<file path="src/rtl/nseq_pkg.sv">
// Shared opcode values, controller states and opcode classifiers for the
// NAND command sequencer. Assumes standard small/large-page opcode values.
package nseq_pkg;

    localparam logic [7:0] OP_READ_A    = 8'h00;
    localparam logic [7:0] OP_READ_B    = 8'h01;
    localparam logic [7:0] OP_READ_SPR  = 8'h50;
    localparam logic [7:0] OP_SEQ_IN    = 8'h80;
    localparam logic [7:0] OP_PROG      = 8'h10;
    localparam logic [7:0] OP_ERASE_SET = 8'h60;
    localparam logic [7:0] OP_ERASE_GO  = 8'hD0;
    localparam logic [7:0] OP_STATUS    = 8'h70;

    typedef enum logic [3:0] {
        ST_IDLE,
        ST_CMD,
        ST_CLE_OFF,
        ST_ADDR,
        ST_SETTLE,
        ST_TWB,
        ST_HOLD_WAIT,
        ST_FREE_WAIT,
        ST_DONE
    } seq_state_t;

    // True for the three read-pointer opcodes.
    function automatic logic is_read_op(input logic [7:0] op);
        return (op == OP_READ_A) || (op == OP_READ_B) || (op == OP_READ_SPR);
    endfunction

    // True for opcodes that finish without touching ready/busy.
    function automatic logic is_nowait_op(input logic [7:0] op);
        return (op == OP_PROG) || (op == OP_ERASE_SET) || (op == OP_ERASE_GO) ||
               (op == OP_SEQ_IN) || (op == OP_STATUS);
    endfunction

endpackage

</file>
<file path="src/rtl/nseq_prefix.sv">
// Prefix selector and column shaper. Purely combinational.
// For the sequential-input opcode it picks the read-pointer prefix from the
// column range and rebases the column; then it halves the column for 16-bit
// parts. Assumes PAGE_BYTES fits in COL_W bits.
module nseq_prefix #(
    parameter int COL_W      = 12,
    parameter int PAGE_BYTES = 512
) (
    input  logic [7:0]       opcode,
    input  logic [COL_W-1:0] col,
    input  logic             wide,
    output logic             pre_valid,
    output logic [7:0]       pre_byte,
    output logic [7:0]       col_byte
);
    import nseq_pkg::*;

    localparam logic [COL_W-1:0] PG_LIM   = COL_W'(PAGE_BYTES);
    localparam logic [COL_W-1:0] HALF_LIM = COL_W'(256);

    logic [COL_W-1:0] col_adj;
    logic [COL_W-1:0] col_sh;

    // Choose prefix and rebase the column by range.
    always_comb begin
        pre_valid = (opcode == OP_SEQ_IN);
        pre_byte  = OP_READ_A;
        col_adj   = col;
        if (pre_valid) begin
            if (col >= PG_LIM) begin
                pre_byte = OP_READ_SPR;
                col_adj  = col - PG_LIM;
            end else if (col < HALF_LIM) begin
                pre_byte = OP_READ_A;
            end else begin
                pre_byte = OP_READ_B;
                col_adj  = col - HALF_LIM;
            end
        end
    end

    // Halve the column on a 16-bit bus and keep one address byte.
    always_comb begin
        col_sh   = wide ? (col_adj >> 1) : col_adj;
        col_byte = col_sh[7:0];
    end

endmodule

</file>
<file path="src/rtl/nseq_timer.sv">
// Loadable down-counter used for every wait of the sequencer.
// A load of N-1 followed by run keeps the caller in its state for N cycles.
module nseq_timer #(
    parameter int W = 12
) (
    input  logic         clk,
    input  logic         rst_n,
    input  logic         load,
    input  logic [W-1:0] load_val,
    output logic         zero
);
    logic [W-1:0] cnt_q;

    // Load on request, else count down to zero and stop.
    always_ff @(posedge clk) begin
        if (!rst_n)              cnt_q <= '0;
        else if (load)           cnt_q <= load_val;
        else if (cnt_q != '0)    cnt_q <= cnt_q - 1'b1;
    end

    assign zero = (cnt_q == '0);

endmodule

</file>
<file path="src/rtl/nseq_slotsel.sv">
// Lowest-set-bit picker over the pending byte slots. Combinational.
// Assumes N is at least 2.
module nseq_slotsel #(
    parameter int N     = 6,
    parameter int IDX_W = $clog2(N)
) (
    input  logic [N-1:0]     mask,
    output logic [IDX_W-1:0] idx,
    output logic             any
);
    // Scan downward so the lowest pending slot wins.
    always_comb begin
        idx = '0;
        for (int i = N - 1; i >= 0; i--) begin
            if (mask[i]) idx = IDX_W'(i);
        end
        any = |mask;
    end

endmodule

</file>
<file path="src/rtl/nand_cmd_seq.sv">
// NAND command and address sequencer (top).
// Takes one request while idle and plays it out: command bytes under CLE, a
// CLE release cycle, address bytes under ALE, a settle gap, then the
// opcode-specific ready/busy handling, then a one-cycle done pulse.
// Assumes nand_rb is already synchronous to clk.
module nand_cmd_seq #(
    parameter int CLK_MHZ    = 100,
    parameter int STROBE_CYC = 2,
    parameter int PAGE_BYTES = 512,
    parameter int COL_W      = 12,
    parameter int PAGE_W     = 20,
    parameter int TWB_NS     = 100,
    parameter int SETTLE_NS  = 1000,
    parameter int STEP_NS    = 1000,
    parameter int READ_STEPS = 30
) (
    input  logic              clk,
    input  logic              rst_n,
    input  logic              req_valid,
    output logic              req_ready,
    input  logic [7:0]        req_opcode,
    input  logic              req_col_en,
    input  logic [COL_W-1:0]  req_col,
    input  logic              req_page_en,
    input  logic [PAGE_W-1:0] req_page,
    input  logic              req_wide,
    input  logic              req_large,
    output logic              done,
    output logic              nand_cle,
    output logic              nand_ale,
    output logic              nand_nce,
    output logic              nand_nwe,
    output logic [15:0]       nand_dq_o,
    output logic              nand_dq_oe,
    input  logic              nand_rb
);
    import nseq_pkg::*;

    localparam int NS_TWB    = (TWB_NS * CLK_MHZ + 999) / 1000;
    localparam int NS_SETTLE = (SETTLE_NS * CLK_MHZ + 999) / 1000;
    localparam int NS_STEP   = (STEP_NS * CLK_MHZ + 999) / 1000;
    localparam int TWB_CYC    = (NS_TWB < 1) ? 1 : NS_TWB;
    localparam int SETTLE_CYC = (NS_SETTLE < 1) ? 1 : NS_SETTLE;
    localparam int STEP_CYC   = (NS_STEP < 1) ? 1 : NS_STEP;
    localparam int LIMIT_RAW  = READ_STEPS * STEP_CYC;
    localparam int LIMIT_CYC  = (LIMIT_RAW < 1) ? 1 : LIMIT_RAW;
    localparam int MAX_AB     = (LIMIT_CYC > SETTLE_CYC) ? LIMIT_CYC : SETTLE_CYC;
    localparam int TMR_MAX    = (MAX_AB > TWB_CYC) ? MAX_AB : TWB_CYC;
    localparam int TMR_W      = $clog2(TMR_MAX + 1);
    localparam int BYTE_CYC   = 2 * STROBE_CYC;
    localparam int BC_W       = (BYTE_CYC > 2) ? $clog2(BYTE_CYC) : 1;
    localparam int N_SLOT     = 6;
    localparam int SLOT_W     = $clog2(N_SLOT);
    localparam int SLOT_PG_LO = 3;

    seq_state_t         state_q, state_d;
    logic [N_SLOT-1:0]  mask_q;
    logic [7:0]         slot_q [N_SLOT];
    logic [7:0]         op_q;
    logic               hold_req_q;
    logic               force_hold_q;
    logic [BC_W-1:0]    bcnt_q;

    logic               pre_valid;
    logic [7:0]         pre_byte;
    logic [7:0]         col_byte;
    logic [SLOT_W-1:0]  cur;
    logic               any_pending;
    logic               tmr_load;
    logic [TMR_W-1:0]   tmr_val;
    logic               tmr_zero;
    logic               writing;
    logic               byte_end;
    logic               accept;
    logic [N_SLOT-1:0]  rest;

    nseq_prefix #(
        .COL_W      (COL_W),
        .PAGE_BYTES (PAGE_BYTES)
    ) u_prefix (
        .opcode    (req_opcode),
        .col       (req_col),
        .wide      (req_wide),
        .pre_valid (pre_valid),
        .pre_byte  (pre_byte),
        .col_byte  (col_byte)
    );

    nseq_slotsel #(
        .N     (N_SLOT),
        .IDX_W (SLOT_W)
    ) u_slotsel (
        .mask (mask_q),
        .idx  (cur),
        .any  (any_pending)
    );

    nseq_timer #(
        .W (TMR_W)
    ) u_timer (
        .clk      (clk),
        .rst_n    (rst_n),
        .load     (tmr_load),
        .load_val (tmr_val),
        .zero     (tmr_zero)
    );

    assign writing  = (state_q == ST_CMD) || (state_q == ST_ADDR);
    assign byte_end = (bcnt_q == BC_W'(BYTE_CYC - 1));
    assign accept   = (state_q == ST_IDLE) && req_valid;
    assign rest     = mask_q & ~(N_SLOT'(1) << cur);

    // Next-state selection and timer loads for each wait state.
    always_comb begin
        state_d  = state_q;
        tmr_load = 1'b0;
        tmr_val  = '0;
        unique case (state_q)
            ST_IDLE: if (req_valid) state_d = ST_CMD;
            ST_CMD: if (byte_end && (rest[1:0] == 2'b00)) state_d = ST_CLE_OFF;
            ST_CLE_OFF: begin
                if (mask_q[N_SLOT-1:2] != '0) begin
                    state_d = ST_ADDR;
                end else if (is_nowait_op(op_q)) begin
                    state_d = ST_DONE;
                end else begin
                    state_d  = ST_TWB;
                    tmr_load = 1'b1;
                    tmr_val  = TMR_W'(TWB_CYC - 1);
                end
            end
            ST_ADDR: if (byte_end && (rest == '0)) begin
                state_d  = ST_SETTLE;
                tmr_load = 1'b1;
                tmr_val  = TMR_W'(SETTLE_CYC - 1);
            end
            ST_SETTLE: if (tmr_zero) begin
                if (is_nowait_op(op_q)) begin
                    state_d = ST_DONE;
                end else begin
                    state_d  = ST_TWB;
                    tmr_load = 1'b1;
                    tmr_val  = TMR_W'(TWB_CYC - 1);
                end
            end
            ST_TWB: if (tmr_zero) begin
                if (force_hold_q) begin
                    state_d  = ST_HOLD_WAIT;
                    tmr_load = 1'b1;
                    tmr_val  = TMR_W'(LIMIT_CYC - 1);
                end else begin
                    state_d = ST_FREE_WAIT;
                end
            end
            ST_HOLD_WAIT: if (nand_rb || tmr_zero) state_d = ST_DONE;
            ST_FREE_WAIT: if (nand_rb) state_d = ST_DONE;
            ST_DONE:      state_d = ST_IDLE;
            default:      state_d = ST_IDLE;
        endcase
    end

    // State register and request capture.
    always_ff @(posedge clk) begin
        if (!rst_n) begin
            state_q    <= ST_IDLE;
            op_q       <= '0;
            hold_req_q <= 1'b0;
        end else begin
            state_q <= state_d;
            if (accept) begin
                op_q       <= req_opcode;
                hold_req_q <= is_read_op(req_opcode) && req_page_en;
            end
        end
    end

    // Byte slot contents, written once per request.
    always_ff @(posedge clk) begin
        if (!rst_n) begin
            for (int i = 0; i < N_SLOT; i++) slot_q[i] <= '0;
        end else if (accept) begin
            slot_q[0] <= pre_byte;
            slot_q[1] <= req_opcode;
            slot_q[2] <= col_byte;
            slot_q[3] <= req_page[7:0];
            slot_q[4] <= req_page[15:8];
            slot_q[5] <= {4'b0000, req_page[19:16]};
        end
    end

    // Pending-slot mask: set on accept, one bit retired per finished byte.
    always_ff @(posedge clk) begin
        if (!rst_n) begin
            mask_q <= '0;
        end else if (accept) begin
            mask_q <= {req_page_en && req_large, req_page_en, req_page_en,
                       req_col_en, 1'b1, pre_valid};
        end else if (writing && byte_end && any_pending) begin
            mask_q[cur] <= 1'b0;
        end
    end

    // Strobe phase counter within one byte.
    always_ff @(posedge clk) begin
        if (!rst_n || !writing || byte_end) bcnt_q <= '0;
        else                                bcnt_q <= bcnt_q + 1'b1;
    end

    // Chip-enable hold for reads: set as the second page byte begins, dropped at done.
    always_ff @(posedge clk) begin
        if (!rst_n) begin
            force_hold_q <= 1'b0;
        end else if (state_q == ST_ADDR && byte_end && hold_req_q &&
                     cur == SLOT_W'(SLOT_PG_LO)) begin
            force_hold_q <= 1'b1;
        end else if (state_d == ST_DONE) begin
            force_hold_q <= 1'b0;
        end
    end

    assign req_ready  = (state_q == ST_IDLE);
    assign done       = (state_q == ST_DONE);
    assign nand_cle   = (state_q == ST_CMD);
    assign nand_ale   = (state_q == ST_ADDR);
    assign nand_nwe   = !(writing && (bcnt_q < BC_W'(STROBE_CYC)));
    assign nand_nce   = !(writing || force_hold_q);
    assign nand_dq_oe = writing;
    assign nand_dq_o  = writing ? {8'h00, slot_q[cur]} : 16'h0000;

endmodule

</file>
<file path="config.mk">
export PLATFORM = sky130hd
export DESIGN_NAME = nand_cmd_seq
export DESIGN_NICKNAME = d
export VERILOG_FILES = /design/src/rtl/nseq_pkg.sv /design/src/rtl/nseq_prefix.sv /design/src/rtl/nseq_timer.sv /design/src/rtl/nseq_slotsel.sv /design/src/rtl/nand_cmd_seq.sv
export SDC_FILE = /design/constraint.sdc
export NUM_CORES = 1
export LEC_CHECK = 0
export ABC_AREA = 1
export BUFFER_PORTS_ARGS = -buffer_cell sky130_fd_sc_hd__buf_2
export CAP_MARGIN = 20
export CORE_UTILIZATION = 40
export DETAILED_ROUTE_END_ITERATION = 16
export MAX_ROUTING_LAYER = met4
export PLACE_DENSITY_LB_ADDON = 0.2
export SYNTH_ARGS = -nofsm -noshare
export SYNTH_HDL_FRONTEND = slang
export SYNTH_HIERARCHICAL = 1
export SYNTH_SLANG_ARGS = --single-unit
export TNS_END_PERCENT = 30
</file>
<file path="constraint.sdc">
create_clock -name clk -period 3.55 [get_ports clk]
set_input_delay 0.71 -clock clk [delete_from_list [all_inputs] [get_ports clk]]
set_output_delay 0.71 -clock clk [all_outputs]
set_load 0.005 [all_outputs]
</file>
==> results.py, run 1 <==
metrics = {
    "run_status": {
        "status": "completed",
    },
    "timing": {
        "slew_headroom_pct": 57.1,
        "hold_violations": 0,
        "rsz0062_at_grt": "false",
        "worstMarginPinSlew_ns": 0.641,
        "min_period_ns": 3.11,
        "drv_slew": 0,
        "fmax_ghz": 0.321,
        "fin_skew_ns": 0.00936,
        "finalCritPeriodShare_pct": 87.7,
        "fin_setup_tns_ns": 0,
        "setup_ws_ns": 0.437,
        "finalSetupViolCount": 0,
    },
    "route": {
        "drtIter0Drc": 178,
        "dr.pass1.iters": 4,
        "routedWlPerCell_um": 12.7,
        "drc": 0,
        "vias_per_cell": 4.75,
        "drtAntennaViolNets": 0,
        "wl_um": 10300,
        "vias": 3868,
    },
    "worst_setup_path": {
        "r2r-end": "u_timer/cnt_q[10]",
        "r2r_start": "mask_q[3]",
        "critical_path.max_fanout": 9,
        "critical_path_required_ns": 2.84,
        "start_kind": "register",
        "rr_worst_depth": 20,
        "worst_ep_arrival_time_ns": 2.40,
        "setup.worst_path.class": "register to output port",
        "r2r_slack_ns": 0.81,
        "worstSetupEndpointType": "output port",
    },
    "clocking": {
        "cts-hold-fix-buffers": 0,
        "root_buffer": "clkbuf_8",
        "cts_made_buffers": 9,
        "cts.sinks": 78,
        "clk_path_buf_depth": 2,
        "cts_resized": 0,
        "clk_latency_ns": 0.36,
        "post_cts_buffers": 0,
        "cts_tree": "yes",
        "path_clk_slew_ns": 0.08,
        "cts_htree_levels": 3,
    },
    "place": {
        "io_buffers": 62,
        "gp_congestion": 0.928,
        "pre_cts_ws_ns": 0.595,
        "place_inst": 797,
        "dpl.hpwl_um": 7840,
    },
    "floorplanning": {
        "row_count": 38,
        "io_pins": 71,
        "die-area_mm2": 0.0116,
        "chipWidth_um": 108,
        "die_h_um": 108,
        "coreArea_mm2": 0.0108,
        "start_util_pct": 41.2,
    },
    "yosys": {
        "synth_area_per_cell_um2": 7.38,
        "ys_ff_latch": 78,
        "synth-async-reset-ratio_pct": 0,
        "synth_edf_count": 44,
        "syn_inst": 605,
        "synth_top_area_share_pct": 29.6,
        "syn_area_mm2": 0.00446,
        "synth-seq-area-share_pct": 44.8,
        "yosys_warnings": 6,
        "synth_flop_cell": "edfxtp_1",
        "synth_area_leaders": "edfxtp_1 30%, dfxtp_1 15%, nand2_1 11%, inv_1 8.4%, nor2_1 7.2%",
        "yosysTopAreaCell": "edfxtp_1",
        "ys_types": 40,
    },
    "power": {
        "p_per_area_mw_per_mm2": 520,
        "leakagePower_uw": 0.00248,
        "ir_worst_vdd_uv": 216,
    },
    "layout": {
        "n_antenna_cell": 0,
        "instances_no_fill": 814,
        "nets": 720,
        "drive_gt1_share_pct": 18.2,
        "syn_to_final_growth_pct": 13.8,
    },
    "global_route": {
        "antenna_found_initial": 0,
        "grt_max_degree": 51,
        "grt_pass1_vias": 3579,
        "grt_pass1_wl_um": 17000,
        "grt_use_total_pct": 19.5,
        "grt_overflow": 0,
    },
    "min_path": {
        "hold_end": "bcnt_q[0]",
        "min_from": "bcnt_q[0]",
        "hold_depth": 1,
        "hold_path.class": "register to register",
    },
    "job": {
        "maxCapViolations": 0,
    },
}
layout make-up:
type                    count  area (um^2)
clock inverters             7         72.6
fillers                  1105         5760
multi-input cells         399         1920
well taps                 140          175
flip-flops and latches     78         2000
repair buffers             68          368
clock buffers               9          124
inverters                 113          424
worst max-delay path by stage:
stage | from | end | slack, ns | cells after the start
after floorplan | mask_q[3] | u_timer/cnt_q[1] | 1.06 | 15
after global placement | mask_q[3] | u_timer/cnt_q[10] | 0.71 | 20
after detailed placement | mask_q[3] | nand_dq_o[3] | 0.59 | 11
after CTS | mask_q[3] | nand_dq_o[3] | 0.19 | 11
after global routing | mask_q[5] | nand_dq_o[0] | 0.23 | 11
final | mask_q[3] | nand_dq_o[3] | 0.44 | 11
registers in the layout, indices dropped and copies added (netlist names):
name           flops
force_hold_q       1
u_timer/cnt_q     12
state_q            4
hold_req_q         1
op_q               8
mask_q             6
bcnt_q             2
slot_q            44
routing by layer:
metal / global-route usage, % / up-vias / routed length (um)
li1: - / 2025 / -
met1: 25.6 / 1737 / 4920
met2: 30.0 / 96 / 4760
met3: 2.36 / 10 / 470
met4: 9.00 / 0 / 157
met5: - / - / 0
synthesized netlist by cell type, drive strengths merged, types with 4 or more instances:
library cell  instances
nand4                 8
a21oi                28
o21ai                26
inv                 112
o22ai                 6
nor2                101
a22oi                 8
nand2               138
nand3                37
dfxtp                34
nor3                  7
a31oi                 4
clkbuf                5
buf                  22
edfxtp               44
a211oi                8
per-stage QoR:
stage / total power, uW / cell area, um^2 / hold WS (ns) / util, %
floorplan: 1770 / 4510 / 0.397 / -
global placement: 1990 / 4860 / 0.410 / 44.9
detailed placement: 1990 / 4860 / 0.416 / 44.9
CTS: 2650 / 5060 / 0.428 / 46.7
global route: 2820 / 5080 / 0.449 / 46.9
finish: 2640 / 5080 / 0.421 / 46.9
critical path: stages (launching register included):
cell	delay (ns)
dfxtp_1	0.42
inv_1	0.07
nand2_1	0.07
nand2_1	0.05
a21oi_2	0.32
inv_2	0.16
nor2_2	0.30
nand2_1	0.10
nand3_1	0.12
a211oi_1	0.05
a211oi_1	0.21
buf_2	0.16
report_power, final:
part	switching [uW]	internal, uW
Combinational	547	295
Sequential	78.7	1050
Clock	340	326
placed cells by master, fill, tap and decap left out, drive strengths merged:
cell type	n
bufinv	1
xor2	1
buf	68
clkinv	5
and2	1
nand2	138
edfxtp	44
nor3b	1
inv	113
clkinvlp	1
nand3	37
o21ai	26
nand4	8
o41ai	1
o211ai	1
a21oi	28
a31oi	4
conb	14
a31o	2
a211oi	8
o22ai	6
clkbuf	9
nor2	101
nand3b	1
dfxtp	34
or2	3
ha	3
a22oi	8
nor3	7
kinds of logic after synthesis:
family	Yosys count	synth area share, %
AND/OR/NAND/NOR	297	29.3
AO/OA/AOI/OAI	84	11.3
adder cells (fa/ha/maj)	3	0.841
flip-flops	78	44.8
buffers and inverters	140	13.4
XOR/XNOR	1	0.196
other	2	0.168
(Power assumes the default switching activity.)
==> run 2: changes to the inputs <==
CORE_UTILIZATION = 53   (was 40)
==> run 2 against run 1 <==
  * The flow now finishes with violations (design-rule violations)
  * Sequential power about the same
  * First-iteration DRC count increased by 30%
  * Setup slack got worse by 0.24 ns
==> results.py, run 2 (synthesis results as in run 1) <==
metrics = {
    "clocking": {
        "clk_path_buf_depth": 2,
        "path_clk_slew_ns": 0.08,
        "cts_htree_levels": 3,
        "cts.sinks": 78,
        "root_buffer": "clkbuf_8",
        "cts_made_buffers": 9,
        "cts_tree": "yes",
        "cts-hold-fix-buffers": 0,
        "cts_resized": 0,
        "clk_latency_ns": 0.35,
        "post_cts_buffers": 0,
    },
    "timing": {
        "drv_slew": 0,
        "whs_ns": 0.428,
        "fmax_ghz": 0.298,
        "fin_setup_tns_ns": 0,
        "finalSetupViolCount": 0,
        "min_period_ns": 3.35,
        "worstMarginPinSlew_ns": 0.827,
        "finalCritPeriodShare_pct": 94.5,
        "slew_headroom_pct": 44.7,
        "fin_skew_ns": 0.00851,
        "hold_violations": 0,
        "rsz0062_at_grt": "false",
    },
    "global_route": {
        "antenna_found_initial": 0,
        "grt_overflow": 0,
        "grt_use_total_pct": 24.6,
        "grt_pass1_wl_um": 16400,
        "grt_max_degree": 51,
        "grt_pass1_vias": 3675,
    },
    "worst_setup_path": {
        "r2r_start": "mask_q[5]",
        "rr_worst_depth": 17,
        "critical_path.max_fanout": 9,
        "start_kind": "register",
        "worst_ep_arrival_time_ns": 2.64,
        "r2r-end": "u_timer/cnt_q[4]",
        "worstSetupEndpointType": "output port",
        "startpoint": "mask_q[5]",
        "setup.worst_path.class": "register to output port",
        "r2r_slack_ns": 0.52,
        "critical_path_required_ns": 2.84,
    },
    "min_path": {
        "min_from": "bcnt_q[0]",
        "hold_end": "bcnt_q[0]",
        "hold_path.class": "register to register",
        "hold_depth": 1,
    },
    "layout": {
        "layout_top_registers": "slot_q x44, u_timer/cnt_q x12, op_q x8",
        "instances_no_fill": 778,
        "n_antenna_cell": 0,
        "final_cell_mix": "133 x nand2_1, 100 x inv_1, 86 x nor2_1",
        "final_common_cell": "nand2_1",
        "largest_reg_flops": 44,
        "syn_to_final_growth_pct": 12.6,
        "drive_gt1_share_pct": 18.0,
        "regMostFlops": "slot_q",
        "nets": 719,
        "postLayoutCoreUtil_pct": 61.5,
    },
    "floorplanning": {
        "row_count": 33,
        "coreArea_mm2": 0.00818,
        "die_h_um": 93.8,
        "io_pins": 71,
        "die-area_mm2": 0.00879,
        "start_util_pct": 54.6,
        "chipWidth_um": 93.8,
    },
    "place": {
        "dpl.hpwl_um": 7620,
        "gp_congestion": 0.888,
        "io_buffers": 62,
        "place_inst": 761,
    },
    "power": {
        "leakagePower_uw": 0.00247,
        "ir_worst_vdd_uv": 237,
        "p_per_area_mw_per_mm2": 524,
    },
    "route": {
        "routedWlPerCell_um": 13.0,
        "wl_um": 10100,
        "drtAntennaViolNets": 0,
        "vias": 3962,
        "vias_per_cell": 5.09,
        "drc": 2,
        "dr.pass1.iters": 11,
        "drtIter0Drc": 231,
    },
    "run_status": {
        "status": "complete, but fails checks",
        "violations": "design-rule violations",
    },
    "job": {
        "maxCapViolations": 0,
    },
}
## run 2: cell count changes in the layout (fill, tap and decap cells not counted), sizes merged
cell,delta
clkinv,-3
buf,-1
clkinvlp,+1
inv,+1
clkbuf,+1
## run 2: cell type report
cell class                 count  area [um^2]
clock buffer                  10          128
clock inverter                 6         67.6
inverter                     113          424
tap                          105          131
sequential                    78         2000
multi-input combinational    399         1910
fill                         752         3150
timing repair buffer          67          360
## run 2: report_power, final
group	switching, uW	internal (uW)
logic	552	292
registers	77.3	1050
clock network	329	329
## run 2: worst max-delay path by stage
| stage | end | slack (ns) | cells after the start |
|---|---|---|---|
| floorplan | u_timer/cnt_q[1] | 1.06 | 15 |
| global placement | nand_dq_o[3] | 0.77 | 11 |
| detailed placement | u_timer/cnt_q[10] | 0.65 | 20 |
| CTS | nand_dq_o[3] | 0.26 | 11 |
| global route | nand_dq_o[3] | 0.07 | 11 |
| finish | nand_dq_o[3] | 0.20 | 11 |
## run 2: per-layer routing
| layer | global-route usage, % | up-vias | share of wire [%] |
|---|---|---|---|
| met5 | - | - | 0 |
| met4 | 11.0 | 0 | 2.7 |
| li1 | - | 2027 | - |
| met3 | 3.72 | 22 | 5.1 |
| met1 | 31.7 | 1773 | 46 |
| met2 | 38.3 | 140 | 46 |
## run 2: stage by stage
step           instance area (um^2)  total power (uW)  setup slack (ns)
2_1_floorplan                  4510              1770              1.06
3_3_place_gp                   4810              1970             0.770
3_5_place_dp                   4810              1980             0.647
4_1_cts                        5010              2640             0.255
5_1_grt                        5030              2810            0.0712
6_report                       5030              2630             0.196
## run 2: worst max-delay path, cell delays in order, from the launching register on
cell	delay (ns)
dfxtp_1	0.43
nand2_1	0.10
nand2_1	0.08
nand2_1	0.06
a21oi_1	0.47
inv_2	0.21
nor2_2	0.31
nand2_1	0.09
nand3_1	0.11
a211oi_1	0.05
a211oi_1	0.23
buf_2	0.17
